### config.mk
export PLATFORM = sky130hd
export DESIGN_NAME = msi_vector_capture
export DESIGN_NICKNAME = d
export VERILOG_FILES = /design/src/rtl/msi_cap_pkg.sv /design/src/rtl/msi_reg_decode.sv /design/src/rtl/msi_pending_bank.sv /design/src/rtl/msi_enable_mask.sv /design/src/rtl/msi_irq_combine.sv /design/src/rtl/msi_vector_capture.sv
export SDC_FILE = /design/constraint.sdc
export NUM_CORES = 1
export LEC_CHECK = 0
export ABC_AREA = 1
export BUFFER_PORTS_ARGS = -buffer_cell sky130_fd_sc_hd__buf_2
export CAP_MARGIN = 20
export CELL_PAD_IN_SITES_DETAIL_PLACEMENT = 0
export CELL_PAD_IN_SITES_GLOBAL_PLACEMENT = 1
export CORE_ASPECT_RATIO = 0.7
export CORE_MARGIN = 10
export CORE_UTILIZATION = 41
export CTS_CLUSTER_SIZE = 25
export DETAILED_ROUTE_END_ITERATION = 6
export PLACE_DENSITY = 0.94
export SLEW_MARGIN = 20
export SYNTH_ARGS = -nofsm -noshare
export SYNTH_HDL_FRONTEND = slang
export SYNTH_SLANG_ARGS = --single-unit
### constraint.sdc
create_clock -name clk -period 2.88 [get_ports clk]
set_input_delay 0.72 -clock clk [delete_from_list [all_inputs] [get_ports clk]]
set_output_delay 0.72 -clock clk [all_outputs]
set_load 0.02 [all_outputs]
### src/rtl/msi_cap_pkg.sv
package msi_cap_pkg;
    // Width of the vector field carried in inbound MSI data
    localparam int VEC_FIELD_W = 5;

    // Selection of the software read-back source
    typedef enum logic [1:0] {
        RD_NONE    = 2'd0,
        RD_PENDING = 2'd1,
        RD_MASK    = 2'd2
    } rd_sel_e;
endpackage

### src/rtl/msi_reg_decode.sv
module msi_reg_decode
    import msi_cap_pkg::*;
#(
    parameter int ADDR_W  = 12,
    parameter int DATA_W  = 32,
    parameter int NUM_VEC = 32,
    parameter int PEND_OFF = 'h040,
    parameter int ESET_OFF = 'h048,
    parameter int ECLR_OFF = 'h04C,
    parameter int DOOR_OFF = 'h054
) (
    input  logic                   sw_wr_en,
    input  logic                   sw_rd_en,
    input  logic [ADDR_W-1:0]      sw_addr,
    input  logic                   msi_valid,
    input  logic [ADDR_W-1:0]      msi_addr,
    input  logic [DATA_W-1:0]      msi_data,
    output logic                   ack_wr,
    output logic                   eset_wr,
    output logic                   eclr_wr,
    output logic                   msi_hit,
    output logic [VEC_FIELD_W-1:0] msi_vec,
    output rd_sel_e                rd_sel
);
    logic hit_pend, hit_eset, hit_eclr, door_match;
    logic unused_msi_hi;

    assign hit_pend   = (sw_addr == ADDR_W'(PEND_OFF));
    assign hit_eset   = (sw_addr == ADDR_W'(ESET_OFF));
    assign hit_eclr   = (sw_addr == ADDR_W'(ECLR_OFF));
    assign door_match = (msi_addr == ADDR_W'(DOOR_OFF));

    assign ack_wr  = sw_wr_en && hit_pend;
    assign eset_wr = sw_wr_en && hit_eset;
    assign eclr_wr = sw_wr_en && hit_eclr;

    // Vector number comes from the low field; higher data bits are dropped
    assign msi_vec = msi_data[VEC_FIELD_W-1:0];
    assign msi_hit = msi_valid && door_match &&
                     ({27'd0, msi_vec} < 32'(NUM_VEC));
    assign unused_msi_hi = ^msi_data[DATA_W-1:VEC_FIELD_W];

    always_comb begin
        rd_sel = RD_NONE;
        if (sw_rd_en) begin
            if (hit_pend)                  rd_sel = RD_PENDING;
            else if (hit_eset || hit_eclr) rd_sel = RD_MASK;
        end
    end
endmodule

### src/rtl/msi_pending_bank.sv
module msi_pending_bank
    import msi_cap_pkg::*;
#(
    parameter int NUM_VEC = 32
) (
    input  logic                   clk,
    input  logic                   rst_n,
    input  logic                   msi_hit,
    input  logic [VEC_FIELD_W-1:0] msi_vec,
    input  logic                   ack_wr,
    input  logic [NUM_VEC-1:0]     ack_data,
    output logic [NUM_VEC-1:0]     pend_o
);
    typedef struct packed {
        logic [NUM_VEC-1:0] pend;
    } pend_state_t;

    pend_state_t st_d, st_q;
    logic [NUM_VEC-1:0] set_vec;
    logic [NUM_VEC-1:0] keep_vec;

    // One-hot decode of the arriving vector, one comparator per bit
    for (genvar g = 0; g < NUM_VEC; g++) begin : g_vec
        assign set_vec[g]  = msi_hit && (msi_vec == VEC_FIELD_W'(g));
        assign keep_vec[g] = !ack_wr || ack_data[g];
    end

    always_comb begin
        st_d = st_q;
        // Arrival takes priority over a same-cycle acknowledge
        st_d.pend = (st_q.pend & keep_vec) | set_vec;
    end

    always_ff @(posedge clk or negedge rst_n) begin
        if (!rst_n) st_q <= '0;
        else        st_q <= st_d;
    end

    assign pend_o = st_q.pend;

    assert_msi_sets_R2: assert property (@(posedge clk) disable iff (!rst_n)
        (msi_hit && !ack_wr) |=> ((pend_o & $past(set_vec)) == $past(set_vec)));

    assert_msi_wins_R9: assert property (@(posedge clk) disable iff (!rst_n)
        (msi_hit && ack_wr) |=> ((pend_o & $past(set_vec)) == $past(set_vec)));

    assert_ack_keeps_R4: assert property (@(posedge clk) disable iff (!rst_n)
        ack_wr |=> (($past(pend_o) & $past(ack_data) & ~pend_o) == '0));

    assert_ack_clears_R4: assert property (@(posedge clk) disable iff (!rst_n)
        (ack_wr && !msi_hit) |=> ((pend_o & ~$past(ack_data)) == '0));

    assert_single_arrival_R2: assert property (@(posedge clk) disable iff (!rst_n)
        $onehot0(set_vec));
endmodule

### src/rtl/msi_enable_mask.sv
module msi_enable_mask #(
    parameter int NUM_VEC = 32
) (
    input  logic               clk,
    input  logic               rst_n,
    input  logic               eset_wr,
    input  logic               eclr_wr,
    input  logic [NUM_VEC-1:0] wdata,
    output logic [NUM_VEC-1:0] mask_o
);
    typedef struct packed {
        logic [NUM_VEC-1:0] mask;
    } mask_state_t;

    mask_state_t st_d, st_q;

    always_comb begin
        st_d = st_q;
        if (eset_wr) st_d.mask = st_d.mask | wdata;
        if (eclr_wr) st_d.mask = st_d.mask & ~wdata;
    end

    always_ff @(posedge clk or negedge rst_n) begin
        if (!rst_n) st_q <= '0;
        else        st_q <= st_d;
    end

    assign mask_o = st_q.mask;

    assert_eset_R5: assert property (@(posedge clk) disable iff (!rst_n)
        eset_wr |=> ((($past(wdata) & ~mask_o) == '0) &&
                     (($past(mask_o) & ~mask_o) == '0)));

    assert_eclr_R6: assert property (@(posedge clk) disable iff (!rst_n)
        eclr_wr |=> ((($past(wdata) & mask_o) == '0) &&
                     ((mask_o & ~$past(mask_o)) == '0)));

    assert_mask_hold_R11: assert property (@(posedge clk) disable iff (!rst_n)
        (!eset_wr && !eclr_wr) |=> $stable(mask_o));
endmodule

### src/rtl/msi_irq_combine.sv
module msi_irq_combine #(
    parameter int NUM_VEC = 32
) (
    input  logic               clk,
    input  logic               rst_n,
    input  logic [NUM_VEC-1:0] pend_i,
    input  logic [NUM_VEC-1:0] mask_i,
    output logic               irq_o
);
    typedef struct packed {
        logic irq;
    } irq_state_t;

    irq_state_t st_d, st_q;

    always_comb begin
        st_d     = st_q;
        st_d.irq = |(pend_i & mask_i);
    end

    always_ff @(posedge clk or negedge rst_n) begin
        if (!rst_n) st_q <= '0;
        else        st_q <= st_d;
    end

    assign irq_o = st_q.irq;

    assert_masked_quiet_R10: assert property (@(posedge clk) disable iff (!rst_n)
        (mask_i == '0) |=> !irq_o);

    assert_nothing_pending_R8: assert property (@(posedge clk) disable iff (!rst_n)
        (pend_i == '0) |=> !irq_o);

    assert_enabled_pending_R8: assert property (@(posedge clk) disable iff (!rst_n)
        ((pend_i & mask_i) != '0) |=> irq_o);
endmodule

### src/rtl/msi_vector_capture.sv
module msi_vector_capture
    import msi_cap_pkg::*;
#(
    parameter int ADDR_W   = 12,
    parameter int DATA_W   = 32,
    parameter int NUM_VEC  = 32,
    parameter int PEND_OFF = 'h040,
    parameter int ESET_OFF = 'h048,
    parameter int ECLR_OFF = 'h04C,
    parameter int DOOR_OFF = 'h054
) (
    input  logic              clk,
    input  logic              rst_n,
    input  logic              sw_wr_en,
    input  logic              sw_rd_en,
    input  logic [ADDR_W-1:0] sw_addr,
    input  logic [DATA_W-1:0] sw_wdata,
    output logic [DATA_W-1:0] sw_rdata,
    input  logic              msi_valid,
    input  logic [ADDR_W-1:0] msi_addr,
    input  logic [DATA_W-1:0] msi_data,
    output logic              irq_out
);
    localparam int PAD_W = DATA_W - NUM_VEC;

    typedef struct packed {
        logic [DATA_W-1:0] rdata;
    } top_state_t;

    top_state_t st_d, st_q;

    logic                   ack_wr, eset_wr, eclr_wr, msi_hit;
    logic [VEC_FIELD_W-1:0] msi_vec;
    rd_sel_e                rd_sel;
    logic [NUM_VEC-1:0]     pend, mask;

    msi_reg_decode #(
        .ADDR_W(ADDR_W), .DATA_W(DATA_W), .NUM_VEC(NUM_VEC),
        .PEND_OFF(PEND_OFF), .ESET_OFF(ESET_OFF),
        .ECLR_OFF(ECLR_OFF), .DOOR_OFF(DOOR_OFF)
    ) u_decode (
        .sw_wr_en (sw_wr_en),
        .sw_rd_en (sw_rd_en),
        .sw_addr  (sw_addr),
        .msi_valid(msi_valid),
        .msi_addr (msi_addr),
        .msi_data (msi_data),
        .ack_wr   (ack_wr),
        .eset_wr  (eset_wr),
        .eclr_wr  (eclr_wr),
        .msi_hit  (msi_hit),
        .msi_vec  (msi_vec),
        .rd_sel   (rd_sel)
    );

    msi_pending_bank #(.NUM_VEC(NUM_VEC)) u_pending (
        .clk     (clk),
        .rst_n   (rst_n),
        .msi_hit (msi_hit),
        .msi_vec (msi_vec),
        .ack_wr  (ack_wr),
        .ack_data(sw_wdata[NUM_VEC-1:0]),
        .pend_o  (pend)
    );

    msi_enable_mask #(.NUM_VEC(NUM_VEC)) u_mask (
        .clk    (clk),
        .rst_n  (rst_n),
        .eset_wr(eset_wr),
        .eclr_wr(eclr_wr),
        .wdata  (sw_wdata[NUM_VEC-1:0]),
        .mask_o (mask)
    );

    msi_irq_combine #(.NUM_VEC(NUM_VEC)) u_irq (
        .clk   (clk),
        .rst_n (rst_n),
        .pend_i(pend),
        .mask_i(mask),
        .irq_o (irq_out)
    );

    always_comb begin
        st_d = st_q;
        unique case (rd_sel)
            RD_PENDING: st_d.rdata = {{PAD_W{1'b0}}, pend};
            RD_MASK:    st_d.rdata = {{PAD_W{1'b0}}, mask};
            default:    st_d.rdata = '0;
        endcase
    end

    always_ff @(posedge clk or negedge rst_n) begin
        if (!rst_n) st_q <= '0;
        else        st_q <= st_d;
    end

    assign sw_rdata = st_q.rdata;

    assert_idle_rdata_R7: assert property (@(posedge clk) disable iff (!rst_n)
        !sw_rd_en |=> (sw_rdata == '0));

    assert_door_only_R3: assert property (@(posedge clk) disable iff (!rst_n)
        (!msi_hit && !ack_wr) |=> $stable(pend));
endmodule

After elaboration in Yosys (flattened, before gate mapping)
Index checks and enable logic that the tools add are counted.
{"block": "classes", "n_addsub": 0, "n_mul": 0, "div": 0, "magnitude_cmp": 0, "n_eq_ne": 37, "shifts": 0, "muxes": 6, "bitwise_logic": 6, "reduce_logical": 72}
{"cell": "$and 32x32->32", "n": 3}
{"cell": "$eq 5x5->1 const B", "n": 16}
{"cell": "$mux 32", "n": 2}
{"cell": "$or 32x32->32", "n": 2}
{"cell": "$pmux 32 s2", "n": 1}
{"cell": "$eq 12x7->1 const B", "n": 4}
{"cell": "$eq 5x4->1 const B", "n": 8}
{"cell": "$logic_and 1x1->1", "n": 36}
{"cell": "$logic_or 1x1->1", "n": 33}
{"cell": "$not 32->32", "n": 1}
{"cell": "$reduce_or 32->1", "n": 1}
{"cell": "$eq 5x3->1 const B", "n": 4}
{"cell": "$eq 5x2->1 const B", "n": 2}
{"cell": "$mux 2", "n": 3}
{"cell": "$eq 5x1->1 const B", "n": 1}
{"cell": "$logic_not 5->1", "n": 1}
{"cell": "$eq 2x1->1 const B", "n": 1}
{"cell": "$eq 2x2->1 const B", "n": 1}
{"cell": "$logic_not 1->1", "n": 1}
{"block": "word_totals", "regBits": 97, "latch_bits": 0, "ramBits": 0, "rom_bits": 0, "inputBits": 93, "output_inout_bits": 33, "wordCells": 125, "memories": 0}

Logic depth before layout (Yosys ltp)
{"block": "depth", "ltp_word": 7, "mapped_depth": 10, "mapped_depth_nobuf": 8}

Hierarchy
From an unflattened synthesis, not the netlist that was laid out.
{"block": "hier_totals", "cells_unflattened": 641, "area_unflattened_um2": 4880.9}
{"module": "msi_enable_mask", "instances": 1, "cells_each": 230, "area_per_inst_um2": 1570.3, "seq_area_each_um2": 800.8}
{"module": "msi_vector_capture", "instances": 1, "cells_each": 141, "area_per_inst_um2": 1408.9, "seq_area_each_um2": 800.8}
{"module": "msi_pending_bank", "instances": 1, "cells_each": 153, "area_per_inst_um2": 1386.3, "seq_area_each_um2": 800.8}
{"module": "msi_irq_combine", "instances": 1, "cells_each": 64, "area_per_inst_um2": 261.5, "seq_area_each_um2": 25.0}
{"module": "msi_reg_decode", "instances": 1, "cells_each": 53, "area_per_inst_um2": 254.0, "seq_area_each_um2": 0.0}

Least setup slack after synthesis
Ideal clock, no wire load.
{"block": "synth_timing", "path_type": "input-to-reg", "startpoint": "input sw_addr[11]", "endpoint": "register u_pending.st_q, in the netlist u_pending.pend_o[12]", "setup_time_ps": 117, "t_arrival_ps": 1497, "required_ps": 2763, "path_slack_ps": 1266, "cell_stages": 8, "n_path_buf": 2, "path_cell_list": "nor2_1 nand2_1 nor2_2 buf_4 buf_4 nand4_1 nand2_1 nand2_1"}
{"item": "from (decl)", "line_no": "msi_vector_capture.sv:16", "text": "input logic [ADDR_W-1:0] sw_addr,"}
{"item": "to (signal assigned)", "line_no": "msi_pending_bank.sv:36", "text": "else st_q <= st_d;"}
{"item": "to (decl)", "line_no": "msi_pending_bank.sv:18", "text": "pend_state_t st_d, st_q;"}

==> impl_metrics.xml <==
<?xml version="1.0" encoding="UTF-8"?>
<metrics>
  <group name="finish">
    <metric name="final_layout_size_suffix_gt1_share" unit="%">17.07</metric>
    <metric name="ff_latch_area" unit="sq mm">0.002427</metric>
    <metric name="finalNetCount" unit="">908</metric>
    <metric name="post-route-cell-area" unit="sq mm">0.006216</metric>
    <metric name="flow.area_growth_from_synthesis" unit="%">16.84</metric>
    <metric name="area_of_the_multi_input_gates" unit="sq mm">0.002222</metric>
    <metric name="num-fill-cells" unit="">1264</metric>
  </group>
  <group name="power">
    <metric name="intPower" unit="mW">2.207</metric>
    <metric name="worst_ir_drop_vdd" unit="V">0.0003964</metric>
    <metric name="total_switching_power" unit="mW">0.6690</metric>
    <metric name="clockPowerShare" unit="%">46.0</metric>
    <metric name="seq_power_share" unit="%">47.5</metric>
    <metric name="power.static_leakage" unit="nW">3.506</metric>
    <metric name="power_switching_share" unit="%">23.26</metric>
    <metric name="power_per_cell_area" unit="mW/mm^2">462.6</metric>
    <metric name="share_comb_of_total_power" unit="%">6.5</metric>
  </group>
  <group name="sta">
    <metric name="worst_slew_pin_slew" unit="ps">731.6</metric>
    <metric name="fin_hold_ws" unit="ps">283.0</metric>
    <metric name="final.min_clock_period" unit="ps">1826</metric>
    <metric name="maxClockFrequency" unit="MHz">547.7</metric>
    <metric name="skew" unit="ps">7.384</metric>
    <metric name="final-hold-violation-count" unit="">0</metric>
    <metric name="final.setup.tns" unit="ps">0</metric>
    <metric name="setup_viol" unit="">0</metric>
    <metric name="timing.max_slew.rel_slack" unit="%">51.23</metric>
    <metric name="rsz0062_at_grt" unit="">false</metric>
    <metric name="drv_slew" unit="">0</metric>
    <metric name="final.period_utilization" unit="%">63.39</metric>
  </group>
  <group name="clock_tree">
    <metric name="cts_root_buf" unit="">sky130_fd_sc_hd__clkbuf_16</metric>
    <metric name="tritoncts_num_sinks" unit="">97</metric>
    <metric name="tritoncts" unit="">done</metric>
    <metric name="clk_latency" unit="ps">350</metric>
    <metric name="clkTransAtPathRegs" unit="ps">70</metric>
    <metric name="ctsHtreeMaxLevel" unit="">3</metric>
    <metric name="post_cts_hold_buffer_count" unit="">0</metric>
    <metric name="cts_max_path_buffers" unit="">2</metric>
    <metric name="cts_buffers" unit="">9</metric>
    <metric name="ctsResizeCount" unit="">0</metric>
    <metric name="post_cts_buffers" unit="">0</metric>
  </group>
  <group name="grt">
    <metric name="grt_pass1_vias" unit="">4646</metric>
    <metric name="globalRouteOverflowTotal" unit="">0</metric>
    <metric name="grt_use_total" unit="%">16.13</metric>
    <metric name="grt_antenna_before_repair" unit="">5</metric>
    <metric name="grt_start_max_net_pins" unit="">129</metric>
    <metric name="grt_first_pass_wirelength" unit="mm">23.84</metric>
  </group>
  <group name="place">
    <metric name="detailedPlacementHpwl" unit="mm">9.621</metric>
    <metric name="gpl.final_weighted_congestion" unit="">0.9412</metric>
    <metric name="buffers_on_ports" unit="">98</metric>
    <metric name="post_dp_cell_area" unit="sq mm">0.005882</metric>
  </group>
  <group name="route">
    <metric name="vias_per_cell" unit="">5.022</metric>
    <metric name="detailroute.via_count" unit="">4942</metric>
    <metric name="first_iter_violations" unit="">359</metric>
    <metric name="routed_wl" unit="mm">14.35</metric>
    <metric name="wirelength_per_cell" unit="um">14.58</metric>
    <metric name="drt.antenna.violating_nets" unit="">0</metric>
    <metric name="detailedRoute.firstPassIterationCount" unit="">5</metric>
    <metric name="route.detailed.drc" unit="">0</metric>
  </group>
  <group name="logic_synthesis">
    <metric name="synth_most_common_cell" unit="">sky130_fd_sc_hd__nand2_1</metric>
    <metric name="synth_ff_type" unit="">sky130_fd_sc_hd__dfrtp_1</metric>
    <metric name="yosysTopAreaCellShare" unit="%">45.63</metric>
    <metric name="syn-mean-instance-area" unit="sq um">7.151</metric>
    <metric name="yosys.area.top_type" unit="">sky130_fd_sc_hd__dfrtp_1</metric>
    <metric name="synthesis.area" unit="sq mm">0.005320</metric>
    <metric name="postSynthCellCount" unit="">744</metric>
    <metric name="synthesized_netlist_net_count" unit="">837</metric>
    <metric name="synth.top_cells.by_area" unit="">sky130_fd_sc_hd__dfrtp_1 (46%), sky130_fd_sc_hd__nand2_1 (18%), sky130_fd_sc_hd__nand4_1 (12%)</metric>
    <metric name="async_sr_flop_fraction" unit="%">100.0</metric>
    <metric name="ys.warnings.count" unit="">0</metric>
    <metric name="ys_types" unit="">20</metric>
    <metric name="synth_seq_area_share" unit="%">45.63</metric>
    <metric name="synth_enable_flop_cells" unit="">0</metric>
    <metric name="yosys_register_bits" unit="">97</metric>
    <metric name="synth_top_cells_by_count" unit="">sky130_fd_sc_hd__nand2_1 (257), sky130_fd_sc_hd__inv_1 (106), sky130_fd_sc_hd__nand4_1 (99)</metric>
  </group>
  <group name="status">
    <metric name="outcome" unit="">finished, final reports clean</metric>
  </group>
  <group name="floorplanning">
    <metric name="std_cell_rows" unit="">34</metric>
    <metric name="die_area" unit="sq mm">0.01800</metric>
    <metric name="die_w" unit="um">156.2</metric>
    <metric name="die_height" unit="um">115.3</metric>
    <metric name="core_area" unit="sq mm">0.01255</metric>
    <metric name="initial_core_util" unit="%">42.39</metric>
    <metric name="boundaryPins" unit="">126</metric>
  </group>
  <group name="setup_path">
    <metric name="crit_path_max_incr_delay" unit="ps">430</metric>
    <metric name="worst-endpoint-arrival" unit="ps">2060</metric>
    <metric name="worst_ep_required_time" unit="ps">3110</metric>
    <metric name="timing.critical_path.fanout_max" unit="">19</metric>
    <metric name="start_kind" unit="">primary input</metric>
    <metric name="crit_type" unit="">in2reg</metric>
    <metric name="critical_path.most_common_cell" unit="">sky130_fd_sc_hd__nand2_1</metric>
    <metric name="worstPathCellList" unit="">buf_2 &gt; inv_2 &gt; nand2_2 &gt; nor2_4 &gt; buf_4 &gt; nand4_1 &gt; nand2_1 &gt; nand2_1</metric>
    <metric name="endpoint_kind" unit="">register</metric>
    <metric name="cell_type_of_the_slowest_stage_on_the_worst_timing_path" unit="">sky130_fd_sc_hd__nor2_4</metric>
  </group>
  <group name="min_path">
    <metric name="worstHoldPathType" unit="">in2async</metric>
  </group>
  <group name="job">
    <metric name="maxCapViolations" unit="">0</metric>
  </group>
</metrics>
-- layout by cell type, fill, tap and decap left out, drive strengths merged --
cell type / Yosys / layout
a21oi: 2 / 2
and2: 1 / 1
buf: 42 / 109
bufinv: 0 / 2
clkbuf: 7 / 10
clkinv: 0 / 2
clkinvlp: 0 / 1
dfrtp: 97 / 97
diode: 0 / 2
inv: 111 / 112
nand2: 259 / 259
nand3: 67 / 67
nand3b: 1 / 1
nand4: 99 / 99
nor2: 56 / 56
nor3: 2 / 2
-- worst max-delay path, delay by kind of cell --
family,cells,cell delay [ps]
simple gates,5,810
buf+inv,3,510
-- worst paths after layout --
| check | start | endpoint | slack, ps | cells past startpoint |
|---|---|---|---|---|
| max | sw_addr[0] | u_pending.pend_o[0] | 1050 | 8 |
| min | rst_n | asynchronous set/reset pin | 280 | 1 |
| max reg2reg | u_pending.pend_o[14] | u_irq.irq_o | 1750 | 6 |
| min reg2reg | u_pending.pend_o[0] | sw_rdata[0] | 500 | 2 |
| max in group asynchronous | rst_n | sw_rdata[11] | 1920 | 2 |
| min in group clk | u_pending.pend_o[0] | sw_rdata[0] | 500 | 2 |
-- kinds of logic after synthesis --
family | Yosys count | synth area share (%)
flip-flops | 97 | 45.63
AO/OA/AOI/OAI | 2 | 0.1882
AND/OR/NAND/NOR | 485 | 41.39
buffers and inverters | 160 | 12.79
-- power by group through the flow --
stage / clock network (mW) / logic (mW) / registers, mW
6_report: 1.32 / 0.188 / 1.37
5_1_grt: 1.39 / 0.214 / 1.37
4_1_cts: 1.35 / 0.189 / 1.37
3_5_place_dp: 0 / 0.188 / 1.39
3_3_place_gp: 0 / 0.187 / 1.39
2_1_floorplan: 0 / 0.0778 / 1.39
-- stage by stage --
step           power, mW  setup slack (ps)  cells  util (%)
2_1_floorplan      1.470              1266    744         -
3_3_place_gp       1.579             728.6    966     46.87
3_5_place_dp       1.580             715.9    966     46.87
4_1_cts            2.901              1037    982     49.49
5_1_grt            2.969             919.8    983     49.51
6_report           2.876              1054    984     49.53
-- final cells by class --
class | instances | area share (%)
Multi-Input combinational cell | 487 | 35.75
Antenna cell | 2 | 0.08052
Tap cell | 162 | 3.261
Clock inverter | 6 | 1.449
Sequential cell | 97 | 39.05
Clock buffer | 10 | 3.845
Timing Repair Buffer | 109 | 9.863
Inverter | 111 | 6.703
-- layer usage --
metal | track usage [%] | vias up | part of all wire, %
met5 | 0 | - | 0.098
met4 | 3.197 | 4 | 0.69
met3 | 5.187 | 14 | 8.0
met2 | 23.30 | 158 | 40
met1 | 23.09 | 2262 | 51
li1 | - | 2504 | -
No activity file was read; power rests on OpenSTA's default activity.
